### config.mk
export PLATFORM = sky130hd
export DESIGN_NAME = gpio_irq_pin
export DESIGN_NICKNAME = d
export VERILOG_FILES = /design/src/rtl/gpio_irq_pkg.sv /design/src/rtl/gpio_pad_sync.sv /design/src/rtl/gpio_irq_detect.sv /design/src/rtl/gpio_reg_file.sv /design/src/rtl/gpio_irq_pin.sv
export SDC_FILE = /design/constraint.sdc
export NUM_CORES = 1
export LEC_CHECK = 0
export ABC_CLOCK_PERIOD_IN_PS = 1400
export BUFFER_PORTS_ARGS = -buffer_cell sky130_fd_sc_hd__buf_2
export CAP_MARGIN = 0
export CORE_AREA = 4 4 77 61
export CTS_CLUSTER_DIAMETER = 120
export CTS_CLUSTER_SIZE = 28
export DETAILED_ROUTE_END_ITERATION = 12
export DIE_AREA = 0 0 81 65
export GPL_ROUTABILITY_DRIVEN = 0
export PLACE_DENSITY = 0.77
export SETUP_SLACK_MARGIN = 0.5
export SYNTH_ARGS = -nofsm -noshare
export SYNTH_HDL_FRONTEND = slang
export SYNTH_SLANG_ARGS = --single-unit
### constraint.sdc
create_clock -name clk -period 1.4 [get_ports clk]
set_input_delay 0.28 -clock clk [delete_from_list [all_inputs] [get_ports clk]]
set_output_delay 0.28 -clock clk [all_outputs]
set_load 0.005 [all_outputs]
### src/rtl/gpio_irq_pkg.sv
package gpio_irq_pkg;

  localparam int FUNC_W = 3;
  localparam int BIAS_W = 2;
  localparam int DRV_W  = 3;
  localparam int MODE_W = 2;
  localparam int TGT_W  = 3;

  localparam int A_CTRL = 0;
  localparam int A_IO   = 1;
  localparam int A_ICFG = 2;
  localparam int A_STAT = 3;

  localparam int OUT_BIT = 0;
  localparam int IN_BIT  = 1;
  localparam int STS_BIT = 0;

  typedef enum logic [MODE_W-1:0] {
    DET_LEVEL = 2'd0,
    DET_RISE  = 2'd1,
    DET_FALL  = 2'd2,
    DET_BOTH  = 2'd3
  } det_mode_e;

  // Packed LSB-last: oe at bit 0, then function, bias, drive.
  typedef struct packed {
    logic [DRV_W-1:0]  drive;
    logic [BIAS_W-1:0] bias;
    logic [FUNC_W-1:0] func;
    logic              oe;
  } ctrl_t;

  // Packed LSB-last: enable at bit 0, mode, polarity, raw enable, target.
  typedef struct packed {
    logic [TGT_W-1:0] target;
    logic             raw_en;
    logic             pol;
    det_mode_e        mode;
    logic             en;
  } icfg_t;

  localparam int CTRL_W = $bits(ctrl_t);
  localparam int ICFG_W = $bits(icfg_t);

endpackage

### src/rtl/gpio_pad_sync.sv
module gpio_pad_sync #(
  parameter int STAGES = 2
) (
  input  logic clk,
  input  logic rst,
  input  logic pad,
  output logic level,
  output logic prev
);
  localparam int LAST = STAGES - 1;

  logic [STAGES-1:0] chain_q;
  logic              prev_q;

  genvar gi;
  generate
    for (gi = 0; gi < STAGES; gi++) begin : g_stage
      if (gi == 0) begin : g_first
        always_ff @(posedge clk) begin
          if (rst) chain_q[0] <= 1'b0;
          else     chain_q[0] <= pad;
        end
      end else begin : g_next
        always_ff @(posedge clk) begin
          if (rst) chain_q[gi] <= 1'b0;
          else     chain_q[gi] <= chain_q[gi-1];
        end
      end
    end
  endgenerate

  always_ff @(posedge clk) begin
    if (rst) prev_q <= 1'b0;
    else     prev_q <= chain_q[LAST];
  end

  assign level = chain_q[LAST];
  assign prev  = prev_q;
endmodule

### src/rtl/gpio_irq_detect.sv
module gpio_irq_detect
  import gpio_irq_pkg::*;
(
  input  logic      clk,
  input  logic      rst,
  input  logic      level,
  input  logic      prev,
  input  det_mode_e mode,
  input  logic      pol,
  input  logic      raw_en,
  input  logic      clr,
  output logic      sts
);
  logic rise, fall, hit, sts_q;

  assign rise = level & ~prev;
  assign fall = ~level & prev;

  always_comb begin
    unique case (mode)
      DET_LEVEL: hit = pol ? level : ~level;
      DET_RISE:  hit = pol & rise;
      DET_FALL:  hit = pol & fall;
      DET_BOTH:  hit = pol & (rise | fall);
      default:   hit = 1'b0;
    endcase
  end

  // A hardware set has priority over a software clear.
  always_ff @(posedge clk) begin
    if (rst)                sts_q <= 1'b0;
    else if (raw_en && hit) sts_q <= 1'b1;
    else if (clr)           sts_q <= 1'b0;
  end

  assign sts = sts_q;
endmodule

### src/rtl/gpio_reg_file.sv
module gpio_reg_file
  import gpio_irq_pkg::*;
#(
  parameter int DATA_W = 32,
  parameter int ADDR_W = 2
) (
  input  logic              clk,
  input  logic              rst,
  input  logic              bus_wr,
  input  logic              bus_rd,
  input  logic [ADDR_W-1:0] bus_addr,
  input  logic [DATA_W-1:0] bus_wdata,
  output logic [DATA_W-1:0] bus_rdata,
  input  logic              in_level,
  input  logic              sts,
  output ctrl_t             ctrl,
  output logic              out_bit,
  output icfg_t             icfg,
  output logic              sts_clr
);
  localparam logic [ADDR_W-1:0] AD_CTRL = ADDR_W'(A_CTRL);
  localparam logic [ADDR_W-1:0] AD_IO   = ADDR_W'(A_IO);
  localparam logic [ADDR_W-1:0] AD_ICFG = ADDR_W'(A_ICFG);
  localparam logic [ADDR_W-1:0] AD_STAT = ADDR_W'(A_STAT);

  ctrl_t             ctrl_q;
  icfg_t             icfg_q;
  logic              out_q;
  logic [DATA_W-1:0] rd_mux;
  logic [DATA_W-1:0] rdata_q;

  always_ff @(posedge clk) begin
    if (rst) begin
      ctrl_q <= '0;
      icfg_q <= '0;
      out_q  <= 1'b0;
    end else if (bus_wr) begin
      case (bus_addr)
        AD_CTRL: ctrl_q <= ctrl_t'(bus_wdata[CTRL_W-1:0]);
        AD_IO:   out_q  <= bus_wdata[OUT_BIT];
        AD_ICFG: icfg_q <= icfg_t'(bus_wdata[ICFG_W-1:0]);
        default: ;
      endcase
    end
  end

  assign sts_clr = bus_wr && (bus_addr == AD_STAT) && !bus_wdata[STS_BIT];

  always_comb begin
    rd_mux = '0;
    case (bus_addr)
      AD_CTRL: rd_mux[CTRL_W-1:0] = ctrl_q;
      AD_IO: begin
        rd_mux[OUT_BIT] = out_q;
        rd_mux[IN_BIT]  = in_level;
      end
      AD_ICFG: rd_mux[ICFG_W-1:0] = icfg_q;
      AD_STAT: rd_mux[STS_BIT]    = sts;
      default: ;
    endcase
  end

  always_ff @(posedge clk) begin
    if (rst)         rdata_q <= '0;
    else if (bus_rd) rdata_q <= rd_mux;
  end

  assign bus_rdata = rdata_q;
  assign ctrl      = ctrl_q;
  assign icfg      = icfg_q;
  assign out_bit   = out_q;
endmodule

### src/rtl/gpio_irq_pin.sv
module gpio_irq_pin
  import gpio_irq_pkg::*;
#(
  parameter int DATA_W      = 32,
  parameter int ADDR_W      = 2,
  parameter int SYNC_STAGES = 2
) (
  input  logic              clk,
  input  logic              rst,
  input  logic              bus_wr,
  input  logic              bus_rd,
  input  logic [ADDR_W-1:0] bus_addr,
  input  logic [DATA_W-1:0] bus_wdata,
  output logic [DATA_W-1:0] bus_rdata,
  input  logic              pad_in,
  output logic              pad_out,
  output logic              pad_oe,
  output logic [2:0]        func_sel,
  output logic [1:0]        bias_sel,
  output logic [2:0]        drive_sel,
  output logic [2:0]        irq_target,
  output logic              irq
);
  logic      sync_level, sync_prev;
  logic      sts_q, sts_clr, out_bit;
  ctrl_t     ctrl;
  icfg_t     icfg;
  det_mode_e cfg_mode;
  logic      cfg_pol, cfg_raw, cfg_en;

  gpio_pad_sync #(.STAGES(SYNC_STAGES)) u_sync (
    .clk   (clk),
    .rst   (rst),
    .pad   (pad_in),
    .level (sync_level),
    .prev  (sync_prev)
  );

  gpio_reg_file #(.DATA_W(DATA_W), .ADDR_W(ADDR_W)) u_regs (
    .clk       (clk),
    .rst       (rst),
    .bus_wr    (bus_wr),
    .bus_rd    (bus_rd),
    .bus_addr  (bus_addr),
    .bus_wdata (bus_wdata),
    .bus_rdata (bus_rdata),
    .in_level  (sync_level),
    .sts       (sts_q),
    .ctrl      (ctrl),
    .out_bit   (out_bit),
    .icfg      (icfg),
    .sts_clr   (sts_clr)
  );

  assign cfg_mode = icfg.mode;
  assign cfg_pol  = icfg.pol;
  assign cfg_raw  = icfg.raw_en;
  assign cfg_en   = icfg.en;

  gpio_irq_detect u_det (
    .clk    (clk),
    .rst    (rst),
    .level  (sync_level),
    .prev   (sync_prev),
    .mode   (cfg_mode),
    .pol    (cfg_pol),
    .raw_en (cfg_raw),
    .clr    (sts_clr),
    .sts    (sts_q)
  );

  assign pad_out    = out_bit;
  assign pad_oe     = ctrl.oe;
  assign func_sel   = ctrl.func;
  assign bias_sel   = ctrl.bias;
  assign drive_sel  = ctrl.drive;
  assign irq_target = icfg.target;
  assign irq        = sts_q & cfg_en;
endmodule

After elaboration in Yosys (flattened, before gate mapping)
Index checks and enable logic that the tools add are counted.
{"block": "op_classes", "eq_ne": 6, "mux": 8, "bitwise_logic": 9, "n_reduce_logical": 10}
{"cell": "$pmux W6 S2", "n": 1}
{"cell": "$eq A2 B2 Y1 const B", "n": 4}
{"cell": "$pmux W1 S4", "n": 2}
{"cell": "$and A1 B1 Y1", "n": 6}
{"cell": "$reduce_and A2 Y1", "n": 3}
{"cell": "$eq A2 B1 Y1 const B", "n": 2}
{"cell": "$logic_not A2 Y1", "n": 2}
{"cell": "$mux W1", "n": 4}
{"cell": "$logic_and A1 B1 Y1", "n": 3}
{"cell": "$pmux W1 S3", "n": 1}
{"cell": "$not A1 Y1", "n": 2}
{"cell": "$reduce_bool A2 Y1", "n": 1}
{"cell": "$logic_not A1 Y1", "n": 1}
{"cell": "$or A1 B1 Y1", "n": 1}
{"block": "word_totals", "regBits": 31, "inputBits": 39, "output_inout_bits": 46}

Depth between registers and ports, before layout
Gate-level depths: netlist of the first run.
{"block": "logic_depth", "word_depth": 7, "ltp_mapped": 6, "ltp_nobuf": 6}

By module
A second synthesis of the first run with hierarchy kept.
{"block": "hier_totals", "cells_unflattened": 160, "hier_area_um2": 1524.0}
{"mod": "gpio_reg_file", "instances": 1, "cells_each": 138, "area_each_um2": 1315.0}
{"mod": "gpio_irq_detect", "instances": 1, "cells_each": 15, "area_each_um2": 123.9}
{"mod": "gpio_pad_sync", "instances": 1, "cells_each": 6, "area_each_um2": 78.8}
{"mod": "gpio_irq_pin", "instances": 1, "cells_each": 1, "area_each_um2": 6.3}

Worst setup path after synthesis of the first run
OpenSTA, ideal clock, no wires.
{"block": "synth_timing", "kind": "flip-flop to flip-flop", "from": "register u_sync.chain_q[1] (netlist: u_sync.level)", "to": "register u_det.sts_q (netlist: u_det.sts)", "setup_ns": 0.132, "t_arrival_ns": 1.005, "path_slack_ns": 0.263, "stages_incl_launch_ff": 6, "path_cell_list": "dfxtp_1 > inv_1 > ha_1 > o221ai_1 > a21oi_1 > o22ai_1"}
{"block": "synth_between", "elab_chain_cells": 7, "word_cells_on_any_way": 12, "cone_classes": "mux: 3; bitwise: 7; reduce/logical: 2"}
{"element": "from (decl)", "line": "gpio_pad_sync.sv:12", "rtl": "logic [STAGES-1:0] chain_q;"}
{"element": "from (signal, indexed assignment)", "line": "gpio_pad_sync.sv:26", "rtl": "else chain_q[gi] <= chain_q[gi-1];"}
{"element": "$not A1 Y1", "line": "gpio_irq_detect.sv:17, gpio_irq_detect.sv:21"}
{"element": "$and A1 B1 Y1", "line": "gpio_irq_detect.sv:17", "rtl": "assign fall = ~level & prev;"}
{"element": "$or A1 B1 Y1", "line": "gpio_irq_detect.sv:24", "rtl": "DET_BOTH: hit = pol & (rise | fall);"}
{"element": "$and A1 B1 Y1", "line": "gpio_irq_detect.sv:24"}
{"element": "$pmux W1 S4 (*)", "line": "gpio_irq_detect.sv:20", "rtl": "unique case (mode)"}
{"element": "$logic_and A1 B1 Y1 (*)", "line": "gpio_irq_detect.sv:32", "rtl": "else if (raw_en && hit) sts_q <= 1'b1;"}
{"element": "$mux W1 / $reduce_bool A2 Y1 (equally long branches)"}
{"element": "to (signal assigned)", "line": "gpio_irq_detect.sv:31", "rtl": "if (rst) sts_q <= 1'b0;"}
{"element": "to (signal assigned)", "line": "gpio_irq_detect.sv:32"}
{"element": "to (signal assigned)", "line": "gpio_irq_detect.sv:33", "rtl": "else if (clr) sts_q <= 1'b0;"}
{"element": "to (decl)", "line": "gpio_irq_detect.sv:14", "rtl": "logic rise, fall, hit, sts_q;"}
Every way passes the cells marked *; elsewhere a longest branch is shown, timed or not.
A chain may end at the register's enable or synchronous reset.

Worst setup path in the final report of the first run
{"block": "layout_timing", "from": "register u_regs.icfg_q (netlist bit u_regs.icfg[0])", "to": "output port irq"}
{"block": "layout_between", "elab_chain_cells": 1}
{"element": "from (decl)", "line": "gpio_reg_file.sv:27", "rtl": "icfg_t icfg_q;"}
{"element": "from (signal assigned)", "line": "gpio_reg_file.sv:41", "rtl": "AD_ICFG: icfg_q <= icfg_t'(bus_wdata[ICFG_W-1:0]);"}
{"element": "$and A1 B1 Y1", "line": "gpio_irq_pin.sv:78", "rtl": "assign irq = sts_q & cfg_en;"}
{"element": "to (decl)", "line": "gpio_irq_pin.sv:22", "rtl": "output logic irq"}
No other way between the ends.

==> reports/results.txt, run 1 <==
The flow ran to the end, and the final reports show no timing, DRC or antenna violations. The delay of the slowest cell on the worst path is 0.33 ns. The tools report the number of nets with antenna violations after detailed routing as 0. Sorting the synthesized cells by how often they occur yields sky130_fd_sc_hd__dfxtp_1 (31), sky130_fd_sc_hd__buf_4 (28), sky130_fd_sc_hd__nand2_1 (21), sky130_fd_sc_hd__nor2_1 (19), sky130_fd_sc_hd__a21oi_1 (17). Static power due to leakage: 0.00100 µW. The tool flagged a number of max-cap violations equal to 0.

The proportion of synthesized area in mux cells is 0.131, and the total congestion overflow is 0. Dividing the detail-routed via count by the number of cells gives 4.44. TritonCTS built the clock tree.

The tools report the area of the mapped netlist as 1530 µm². After synthesis, the cell types taking the most area are sky130_fd_sc_hd__dfxtp_1 (41%), sky130_fd_sc_hd__buf_4 (14%), sky130_fd_sc_hd__mux2i_1 (7.2%). Most used standard cell by instance count after synthesis: sky130_fd_sc_hd__dfxtp_1.

In this run the clock root is driven by a sky130_fd_sc_hd__clkbuf_8. The critical path in this run is classified as reg -> out. For this run, the leading register cell type out of synthesis is sky130_fd_sc_hd__dfxtp_1.

The share of synthesized flip-flops with an asynchronous set or reset came out at 0. The tools report the filler cell count as 394. Type of origin of the critical path: a flop. Setup violations remaining at the end of the flow were counted as 0.

The slowest stage of the critical path belongs to the cell sky130_fd_sc_hd__dfxtp_2. The die covers 5270 µm². Counting distinct cell types in the post-synthesis netlist gives 26. The multi-input combinational cells in the finished layout cover a total of 792 µm². For the buffer depth of the longest clock path, the log shows 2. The run gives 0.135 ns as the worst-case setup slack after placement.

The logs give 257 for the count of placed standard cells including taps and 265 for the post-layout net count. The tools report the initial antenna violation count as 0. The final count of hold timing violations was 0. The detailed router finished its first iteration with 29 violations. After synthesis, the mean cell area works out to 8.93 µm². The first global-routing pass estimated 5610 µm of wire. The post-synthesis compound-gate area fraction is 0.0869. The die boundary height is 65 µm, and the DRC violations left is 0. Dividing total power by cell area gives a power density of 878 nW/µm². For the worst setup path, the data required time is 1.12 ns. Buffers plus inverters on the worst setup path: 1.

The met2 usage came out at 0.228. The critical path data arrival time came out at 0.86 ns. The routed layout has 1243 vias. The repair_antennas step left the layout with diodes totalling 0.

The number of max-slew violations in the final report is 0, and the number of enable flip-flop cells after synthesis is 0. Number of register bits inferred by synthesis: 31. The tools report the capturing element type of the critical path as a primary output. Compared with the post-synthesis result, the final layout area differs by 39.3%. CTS saw 31 sinks. The global routing met3 resource utilization came out at 0.0458. The run gives 20 as the maximum number of pins on one net before global-route repair.

In the synthesized netlist, the number of instances is 171. The routed length per placed instance was 13.2 µm. The tools report the half-perimeter wire length after detailed placement as 2490 µm.

For this block, the routed nets add up to 3700 µm of wire. The clock edge transition at the registers on the reported setup and hold paths came out at 0.06 ns. Across the VDD grid, the largest voltage drop is 0.463 mV.

The area share of the leading cell type in the synthesized netlist was 0.407. The via count of the first global-routing pass is 1172, and the minimum clock period is 1.14 ns. The initial core utilization came out at 0.386. The synthesized-area fraction occupied by xor and xnor cells works out to 0. The largest total area in the synthesized netlist belongs to sky130_fd_sc_hd__dfxtp_1.

The share of the cycle needed by the critical path after routing came out at 0.816. For this run, the number of Yosys warnings is 0. During placement, the flow inserted port buffers numbering 38. After routing, the total negative slack on setup checks comes to 0 ns.

85 I/O pins were placed. The simple-gate share of the synthesized area came out at 0.173. The largest family of logic cells by synthesized area was buffers and inverters. The total track usage was 0.142; the worst setup slack after layout was 0.257 ns.

The count of non-filler cells in the finished layout came out at 280. The worst hold path belongs to the class in -> reg. Flip-flop and latch area: 658 µm². Before antenna repair, the detailed router went through 4 iterations. Setup repair after global routing could not meet its margin everywhere. The sequential cell area fraction in the yosys report is 0.407, and the placement row count is 20. The floorplan step set the die width to 81 µm.

In this run the number of H-tree levels came out at 2. Largest fanout on the critical path: 3. The met1 global-route usage is 0.176, and the worst-skew pair later-pin latency is 0.28 ns.

The run gives 0 as the post-cts hold buffer count. The critical path goes through and2_4 > buf_6. The most used routing layer in global routing was met2. Timing would allow up to 875 MHz. The share of final-layout standard cells stronger than drive strength 1 is 0.498. Clock skew on the completed layout was measured at 0.00258 ns. The core region is 3950 µm². The post-synthesis adder-cell area fraction was 0.0164.

The cell family contributing the most delay on the critical path is flip-flops. The number of CTS-inserted buffers was 5.
==> cells in the final DEF, fill, tap and decap left out, drive strengths merged, types with 4 or more instances in the layout <==
master   n
mux2     6
conb    23
nor2    20
nor2b    9
mux2i   11
buf     57
clkbuf   7
dfxtp   31
nand2   21
inv      4
a21oi   17
==> kinds of logic (layout without fill, tap and decap cells) <==
| logic type | count (synthesis) | count (layout) |
|---|---|---|
| buf+inv | 38 | 70 |
| simple gates | 58 | 58 |
| flops | 31 | 31 |
| other cells | 1 | 23 |
| compound gates | 23 | 23 |
| fa+ha+maj | 2 | 2 |
| mux | 18 | 18 |
==> flip-flops by register name (all words and copies together) (netlist names) <==
name / count
u_det.sts: 1
u_regs.bus_rdata: 9
u_regs.ctrl: 9
u_regs.icfg: 8
u_regs.out_bit: 1
u_sync.chain_q: 1
u_sync.level: 1
u_sync.prev: 1
==> worst reg2reg max path, stage by stage (launching register included) <==
cell and delay [ns]:
sky130_fd_sc_hd__dfxtp_4 0.36, sky130_fd_sc_hd__inv_2 0.05, sky130_fd_sc_hd__ha_4 0.27, sky130_fd_sc_hd__o221ai_2 0.11
sky130_fd_sc_hd__a21oi_2 0.14, sky130_fd_sc_hd__o22ai_1 0.07
==> final cells by class <==
cell class	count	area share
tap	55	0.0324
multi-input combinational	124	0.373
sequential	31	0.310
inverter	4	0.00706
clock buffer	7	0.0359
clock inverter	1	0.00235
timing repair buffer	58	0.240
==> worst paths after layout <==
| check | from | to | slack, ns | cells after the start |
|---|---|---|---|---|
| max | u_regs.icfg[0] | irq | 0.26 | 2 |
| min | pad_in | u_sync.chain_q[0] | 0.21 | 2 |
| max reg2reg | u_sync.level | u_det.sts | 0.29 | 5 |
| min reg2reg | u_sync.chain_q[0] | u_sync.level | 0.44 | 1 |
==> per-stage QoR <==
step / cell area, µm² / util / hold WS (ns) / total power, µW
CTS: 2020 / 0.511 / 0.201 / 1860
global placement: 1720 / 0.435 / 0.418 / 1140
floorplan: 1700 / - / 0.408 / 1130
finish: 2130 / 0.538 / 0.206 / 1870
global route: 2130 / 0.538 / 0.206 / 1950
detailed placement: 1720 / 0.435 / 0.431 / 1150
==> where the power goes <==
part | leakage (µW) | switching [µW] | internal (µW)
combinational | 0.000695 | 127 | 142
sequential | 0.000265 | 20.4 | 909
clock | 0.0000422 | 319 | 348
==> repair_timing <==
action                     in CTS  in global routing
buffers inserted               13                  1
gates resized for setup        35                 20
pin swaps                       5                  5
gates cloned                    1                  0
setup endpoints to repair      34                 49
==> layer usage <==
metal | wire length [µm] | vias to the layer above
li1 | - | 622
met1 | 1590 | 574
met2 | 1810 | 40
met3 | 253 | 7
met4 | 53 | 0
met5 | 0 | -
No activity file was read; power rests on OpenSTA's default activity.
==> inputs of run 2 (changes only) <==
--- a/config.mk
+++ b/config.mk
@@ -5,16 +5,16 @@
 export SDC_FILE = /design/constraint.sdc
 export NUM_CORES = 1
 export LEC_CHECK = 0
-export ABC_CLOCK_PERIOD_IN_PS = 1400
+export ABC_CLOCK_PERIOD_IN_PS = 1000
 export BUFFER_PORTS_ARGS = -buffer_cell sky130_fd_sc_hd__buf_2
 export CAP_MARGIN = 0
-export CORE_AREA = 4 4 77 61
+export CORE_AREA = 4 4 78 62
 export CTS_CLUSTER_DIAMETER = 120
 export CTS_CLUSTER_SIZE = 28
 export DETAILED_ROUTE_END_ITERATION = 12
-export DIE_AREA = 0 0 81 65
+export DIE_AREA = 0 0 82 66
 export GPL_ROUTABILITY_DRIVEN = 0
-export PLACE_DENSITY = 0.77
+export PLACE_DENSITY = 0.78
 export SETUP_SLACK_MARGIN = 0.5
 export SYNTH_ARGS = -nofsm -noshare
 export SYNTH_HDL_FRONTEND = slang
==> constraint.sdc (replaced) <==
create_clock -name clk -period 1 [get_ports clk]
set_input_delay 0.2 -clock clk [delete_from_list [all_inputs] [get_ports clk]]
set_output_delay 0.2 -clock clk [all_outputs]
set_load 0.005 [all_outputs]
==> run 2 against run 1 <==
Effect of this change: the flow now finishes with violations (negative setup slack); global-route usage rose by 2.4 points; final area up 16%; register-to-register slack lost 0.40 ns; die area increased by 2.8%; count of clock-buffer cells in the layout fell by 2; clock skew grew 0.0059 ns; combinational power increased by 83%; utilization is 7.9 points higher; sequential share of layout area is 3.9 points lower; worst hold slack lost 0.082 ns; critical path type unchanged; largest cell class unchanged.
==> reports/results.txt, run 2 (synthesis results as in run 1) <==
The flow ran to the end, but the final reports show violations. The checks that failed: negative setup slack. Compared with the post-synthesis result, the final layout area differs by 61.8%. The endpoint identified for the worst register-to-register timing path is u_det.sts. Clock edge transition at the registers on the reported setup and hold paths: 0.07 ns. Summing over every cut layer, the via total after detailed routing is 1356. The worst hold path passes through 2 cells. After filler insertion, the fill cell instance count of the layout stands at 362. The share of final-layout standard cells stronger than drive strength 1 works out to 0.687. The critical path goes through buf_6 > and2_4 > buf_6.

Once detailed placement completed, the half-perimeter wirelength came to 2600 µm. The run gives 0.381 as the initial core utilization. For the placement row count, the log shows 20. The sequential cell fraction of total power is 0.474. Setup violations remaining at the end of the flow were counted as 5. For this design the static power due to leakage is 0.00115 µW.

Number of CTS-inserted buffers: 5. Leaving out filler cells and counting taps, the final layout contains 298. The cell chosen for the clock root is sky130_fd_sc_hd__clkbuf_8. From bottom edge to top edge, the die measures 66 µm. The run gives 1351 as the via count of the first global-routing pass. The clock network fraction of total power is 0.346, and the via count normalized by instance count is 4.55. The critical path start-end classification was reg -> out. For the worst-case vdd ir drop, the log shows 0.659 mV. The final count of hold timing violations was 0. The core box area is 4000 µm², and the count of placed standard cells including taps is 268. The run gives 0.29 ns as the worst-skew pair later-pin latency. The type of origin of the critical path is a flop. The cell at the slowest stage of the critical path was sky130_fd_sc_hd__dfxtp_2. Setup repair after global routing could not meet its margin everywhere. The startpoint identified for the worst register-to-register timing path is u_sync.level.

The first global-routing pass estimated 6530 µm of wire. The logs give 0 for the number of max-slew violations in the final report and 0.96 ns for the critical path data arrival time. Across the run, the number of max-cap violations was 0. The slack of the worst reg-to-reg path was -0.11 ns. Switching power as a share of total power: 0.272.

For this run the aggregate overflow at the end of global routing stands at 0. The routed length per placed instance is 14.8 µm, and the required arrival time at the worst endpoint is 0.80 ns. Overall power: 2740 µW. In this run the power spent charging and discharging nets is 746 µW. The post-layout net count is 283. Internal power comes to 2000 µW. The critical path contains buffers and inverters numbering 2 combined. In this design, the stage delay of the slowest critical-path cell is 0.33 ns. The clock arrives with 0.00845 ns of skew. The total track usage is 0.166, and the die width is 82 µm.

The worst-case setup slack after placement came out at -0.205 ns. With fillers left out, the area of the finished cells amounts to 2470 µm². The placed instances occupy a cell area of 1860 µm². The path class of the tightest hold or removal check is in -> reg. In this run the worst path has a maximum fanout of 2. The final layout contains routed wiring with a total length of 4410 µm.

Counting I/O delays and the setup requirement, the final critical path takes 1.16 ns. In this run the remaining antenna-violating nets after routing total 0. The final antenna diode count is 0.

Counting along the longest clock path gives a buffer depth of 2. The path with the worst hold slack has its endpoint at u_sync.chain_q[0]. Initial antenna violation count: 0. The number of buffers inserted by port buffering was 38.

The number of detailed-route iterations in the first pass is 4. CTS built an H-tree with a depth of 2. The cell area power density works out to 1110 nW/µm².

Grouping stages by cell kind, the critical path spends the most delay in flip-flops. The number of cells on the worst reg-to-reg path is 5. The logs give 5410 µm² for the area of the die and 863 MHz for the upper clock frequency limit.

Share of power burned in combinational logic: 0.179. Worst min-delay path startpoint: pad_in. For this run, design rule violations remaining after detail routing come to 0.

The worst setup slack after layout is -0.159 ns, and the maximum number of pins on one net before global-route repair is 14. In this run, the number of DRC markers left after iteration 0 of detailed routing was 52. TritonCTS built the clock tree.

For the core occupancy in the finished layout, the log shows 0.617. The most common cell type on the critical path is sky130_fd_sc_hd__buf_6. The clock net in this run drives a total of 31 sinks.

In the layout the commonest cells are sky130_fd_sc_hd__buf_2 (26), sky130_fd_sc_hd__buf_6 (26), sky130_fd_sc_hd__dfxtp_2 (24). STA classifies the critical path endpoint as a primary output. For the total I/O pin count, the log shows 85. The share of the cycle needed by the critical path after routing works out to 1.16.
[run 2: layout make-up]
class                           count  area, µm²  share of cell area
Sequential cell                    31        669               0.271
Tap cell                           55       68.8              0.0279
Timing Repair Buffer               74        646               0.261
Inverter                            4       15.0             0.00608
Clock inverter                      3       15.0             0.00608
Multi-Input combinational cell    126        987               0.400
Clock buffer                        5       68.8              0.0279
[run 2: timing repair]
item | CTS | global route
cloned | 3 | 0
pin swaps | 28 | 20
endpoints found under the hold margin | 0 | 0
hold buffers | 0 | 0
setup buffers | 13 | 6
setup endpoints to repair | 53 | 53
gates resized for setup | 55 | 34
[run 2: metal layers]
layer  vias up  GRT usage  share of wire
met5         -          0              0
met4         0     0.0685          0.017
met3         9     0.0490          0.080
met2        52      0.281           0.50
met1       638      0.193           0.40
li1        657          -              -
[run 2: worst max-delay path by stage]
stage	to	from	cells past startpoint	slack (ns)
after global routing	irq	u_regs.icfg[0]	3	-0.18
after detailed placement	u_regs.ctrl[4]	bus_addr[1]	6	-0.20
final	irq	u_regs.icfg[0]	3	-0.16
after CTS	irq	u_regs.icfg[0]	3	-0.16
after global placement	u_regs.ctrl[5]	bus_addr[1]	6	-0.18
after floorplan	u_det.sts	u_sync.level	5	-0.04
[run 2: power groups by stage]
stage	sequential (µW)	combinational (µW)	clock (µW)
floorplan	1330	282	0
global placement	1330	317	0
detailed placement	1330	322	0
CTS	1300	432	973
global route	1310	530	1010
finish	1300	493	951
[run 2: per-stage QoR]
step / hold slack [ns] / setup TNS [ns]
after floorplan: 0.326 / -0.0771
after global routing: 0.129 / -0.600
after global placement: 0.415 / -3.01
after detailed placement: 0.420 / -3.45
after CTS: 0.123 / -0.434
final: 0.124 / -0.417
==> inputs of run 3 (changes only) <==
--- a/config.mk
+++ b/config.mk
@@ -15,7 +15,8 @@
 export DIE_AREA = 0 0 82 66
 export GPL_ROUTABILITY_DRIVEN = 0
 export PLACE_DENSITY = 0.78
-export SETUP_SLACK_MARGIN = 0.5
+export SETUP_SLACK_MARGIN = 0.05
 export SYNTH_ARGS = -nofsm -noshare
 export SYNTH_HDL_FRONTEND = slang
 export SYNTH_SLANG_ARGS = --single-unit
+export TNS_END_PERCENT = 50
==> run 3 against run 2 <==
Effect of this change: the flow still finishes with violations (negative setup slack); combinational power fell by 27%; utilization fell by 9.7 points; non-clock buffer count fell by 15; clock power barely moved; worst setup slack got worse by 0.021 ns; fmax fell by 1.8%; global-route usage fell by 2.4 points; routed wire length fell by 11%.
==> reports/results.txt, run 3 (synthesis results as in run 1) <==
At the worst endpoint, the arrival time is 1.34 ns. The run gives 85 as the total I/O pin count. The maximum number of pins on one net before global-route repair came out at 13. The library cell used most frequently in the layout, excluding fill and tap cells, is sky130_fd_sc_hd__buf_2. The clock reaches the later pin of the worst-skew pair after 0.29 ns.

The H-tree level count is 2. The DRC violations left was 0. The logs give 1800 µm² for the placed cell area and 266 for the post-layout net count.

Once layout is complete, the cells apart from fillers number 281. The delay of the slowest cell on the worst path is 0.34 ns. The number of max-slew violations in the final report came out at 0. Once placement completed, the tool counted placed cells totaling 270. The finished cells cover 2080 µm². The run gives 4000 µm² as the core box area. The via count of the first global-routing pass was 1183; the clock edge transition at the registers on the reported setup and hold paths was 0.07 ns. The share of the cycle needed by the critical path after routing works out to 1.18.

Using the TritonRoute via totals, the vias-per-cell ratio works out to 4.47. The logs give -0.180 ns for the worst setup slack after layout and 0.520 for the core occupancy in the finished layout. The checks that failed: negative setup slack. The share of final-layout standard cells stronger than drive strength 1 works out to 0.496. The die is 66 µm tall.

For this block, the routed nets add up to 3930 µm of wire. Number of CTS-inserted buffers: 5. Setup repair after global routing could not meet its margin everywhere. The count of max-cap constraint violations was 0. The die covers 5410 µm².

The worst-case vdd ir drop was 0.663 mV. Clock tree synthesis found a total of 31 sinks. The top cell types in the final layout, fill and taps aside, are sky130_fd_sc_hd__buf_2 (28), sky130_fd_sc_hd__dfxtp_2 (26), sky130_fd_sc_hd__conb_1 (23).

The worst setup path is of the reg -> reg kind. The routed layout has 1257 vias. The synthesis-to-finish area growth was 36.3%; the slack of the worst reg-to-reg path was -0.18 ns.

Global routing finished with a remaining overflow of 0. Iteration-0 DRC count of the detailed router: 95. For this design the ratio of total power to cell area is 1260 nW/µm². The overall power is 2620 µW, and the final count of hold timing violations is 0.

The slowest stage of the critical path belongs to the cell sky130_fd_sc_hd__dfxtp_2. Setup violations remaining at the end of the flow were counted as 5. Port buffering added 38 buffers. TritonCTS built the clock tree.

The initial antenna violation count came out at 0. The worst setup path is launched from a flop. Between clock sinks in the finished design, the worst skew comes to 0.00600 ns. The initial core utilization came out at 0.381.

Counting along the longest clock path gives a buffer depth of 2. The depth of the worst register-to-register path is 4, and the buffers plus inverters on the worst setup path is 1. The endpoint identified for the worst register-to-register timing path is u_det.sts.

Fill cells in the final layout number 363. The tools report the static power due to leakage as 0.000981 µW. After detailed routing, the average wire length per cell comes to 14.0 µm. The worst setup path is captured at a flop. The number of nets with antenna violations after detailed routing was 0.

The path type of the worst min-delay path was in -> reg. The die width works out to 82 µm. The first global-routing pass estimated 5740 µm of wire. Clock tree synthesis selected as its root buffer the cell sky130_fd_sc_hd__clkbuf_8. The logs give 0.142 for the total track usage and 1.16 ns for the required arrival time at the worst endpoint.

The critical path ends at u_det.sts. For this run, the detailed router's first-pass iteration total came to 4. The startpoint of the lowest-slack register-to-register path is u_sync.level. The most critical setup path has its startpoint at u_sync.level. The upper clock frequency limit was 848 MHz; the number of stages on the worst setup path was 4.

Of all nets on the critical path, the largest fanout is 3. Walking the worst path, the cells encountered are buf_4 > ha_4 > o311ai_4 > o22ai_1. Summed over all nets, the half-perimeter wirelength after detailed placement is 2660 µm. Minimum clock period: 1.18 ns. The floorplan has 20 rows. The number of antenna diodes in the final layout is 0. Cell family contributing the most delay on the critical path: compound AO/OA/AOI/OAI gates. The run finished, with violations left.
## run 3: cell count changes in the layout (fill, tap and decap cells not counted), moves of 3 or more
cell,change
sky130_fd_sc_hd__nand2_4,-8
sky130_fd_sc_hd__nand2_1,+18
sky130_fd_sc_hd__buf_4,-5
sky130_fd_sc_hd__nor2_4,-3
sky130_fd_sc_hd__a21oi_2,-9
sky130_fd_sc_hd__nand2_2,-9
sky130_fd_sc_hd__buf_6,-11
sky130_fd_sc_hd__mux2_4,-5
sky130_fd_sc_hd__mux2_2,+3
sky130_fd_sc_hd__dfxtp_4,-4
sky130_fd_sc_hd__a21oi_1,+9
## run 3: cell type report
class / instances / area, µm² / share of cell area
multi-input cells: 124 / 792 / 0.381
inverters: 4 / 15.0 / 0.00722
flip-flops and latches: 31 / 657 / 0.316
repair buffers: 59 / 467 / 0.224
clock buffers: 7 / 76.3 / 0.0367
well taps: 55 / 68.8 / 0.0331
clock inverters: 1 / 5.00 / 0.00241
## run 3: worst min-delay path by stage
stage | startpoint | end | slack [ns] | cells past startpoint
after floorplan | pad_in | u_sync.chain_q[0] | 0.33 | 1
after global placement | pad_in | u_sync.chain_q[0] | 0.42 | 2
after detailed placement | pad_in | u_sync.chain_q[0] | 0.43 | 2
after CTS | pad_in | u_sync.chain_q[0] | 0.13 | 2
after global routing | pad_in | u_sync.chain_q[0] | 0.15 | 2
final | pad_in | u_sync.chain_q[0] | 0.13 | 2
## run 3: repair_timing
action / CTS / global route
endpoints found under the hold margin: 0 / 0
setup endpoints to repair: 19 / 27
hold buffers: 0 / 0
pin swaps: 5 / 7
buffers inserted: 2 / 1
gates resized for setup: 28 / 31
## run 3: power by group
group / internal (µW) / switching, µW / leakage, µW / total, µW
combinational: 177 / 180 / 0.000674 / 358
clock: 487 / 465 / 0.0000422 / 952
sequential: 1280 / 32.4 / 0.000265 / 1310
total: 1940 / 678 / 0.000981 / 2620
## run 3: metal layers
layer | GRT usage | wire length [µm]
met5 | 0 | 0
met4 | 0.0560 | 34
met2 | 0.215 | 1890
met1 | 0.183 | 1740
met3 | 0.0504 | 271
## run 3: metrics by stage
stage | setup TNS [ns] | worst slack, ns | hold slack [ns]
after global placement | -2.18 | -0.164 | 0.415
final | -0.543 | -0.180 | 0.128
after floorplan | -0.0785 | -0.0441 | 0.328
after detailed placement | -2.65 | -0.206 | 0.429
after CTS | -0.452 | -0.169 | 0.133
after global routing | -0.614 | -0.194 | 0.152
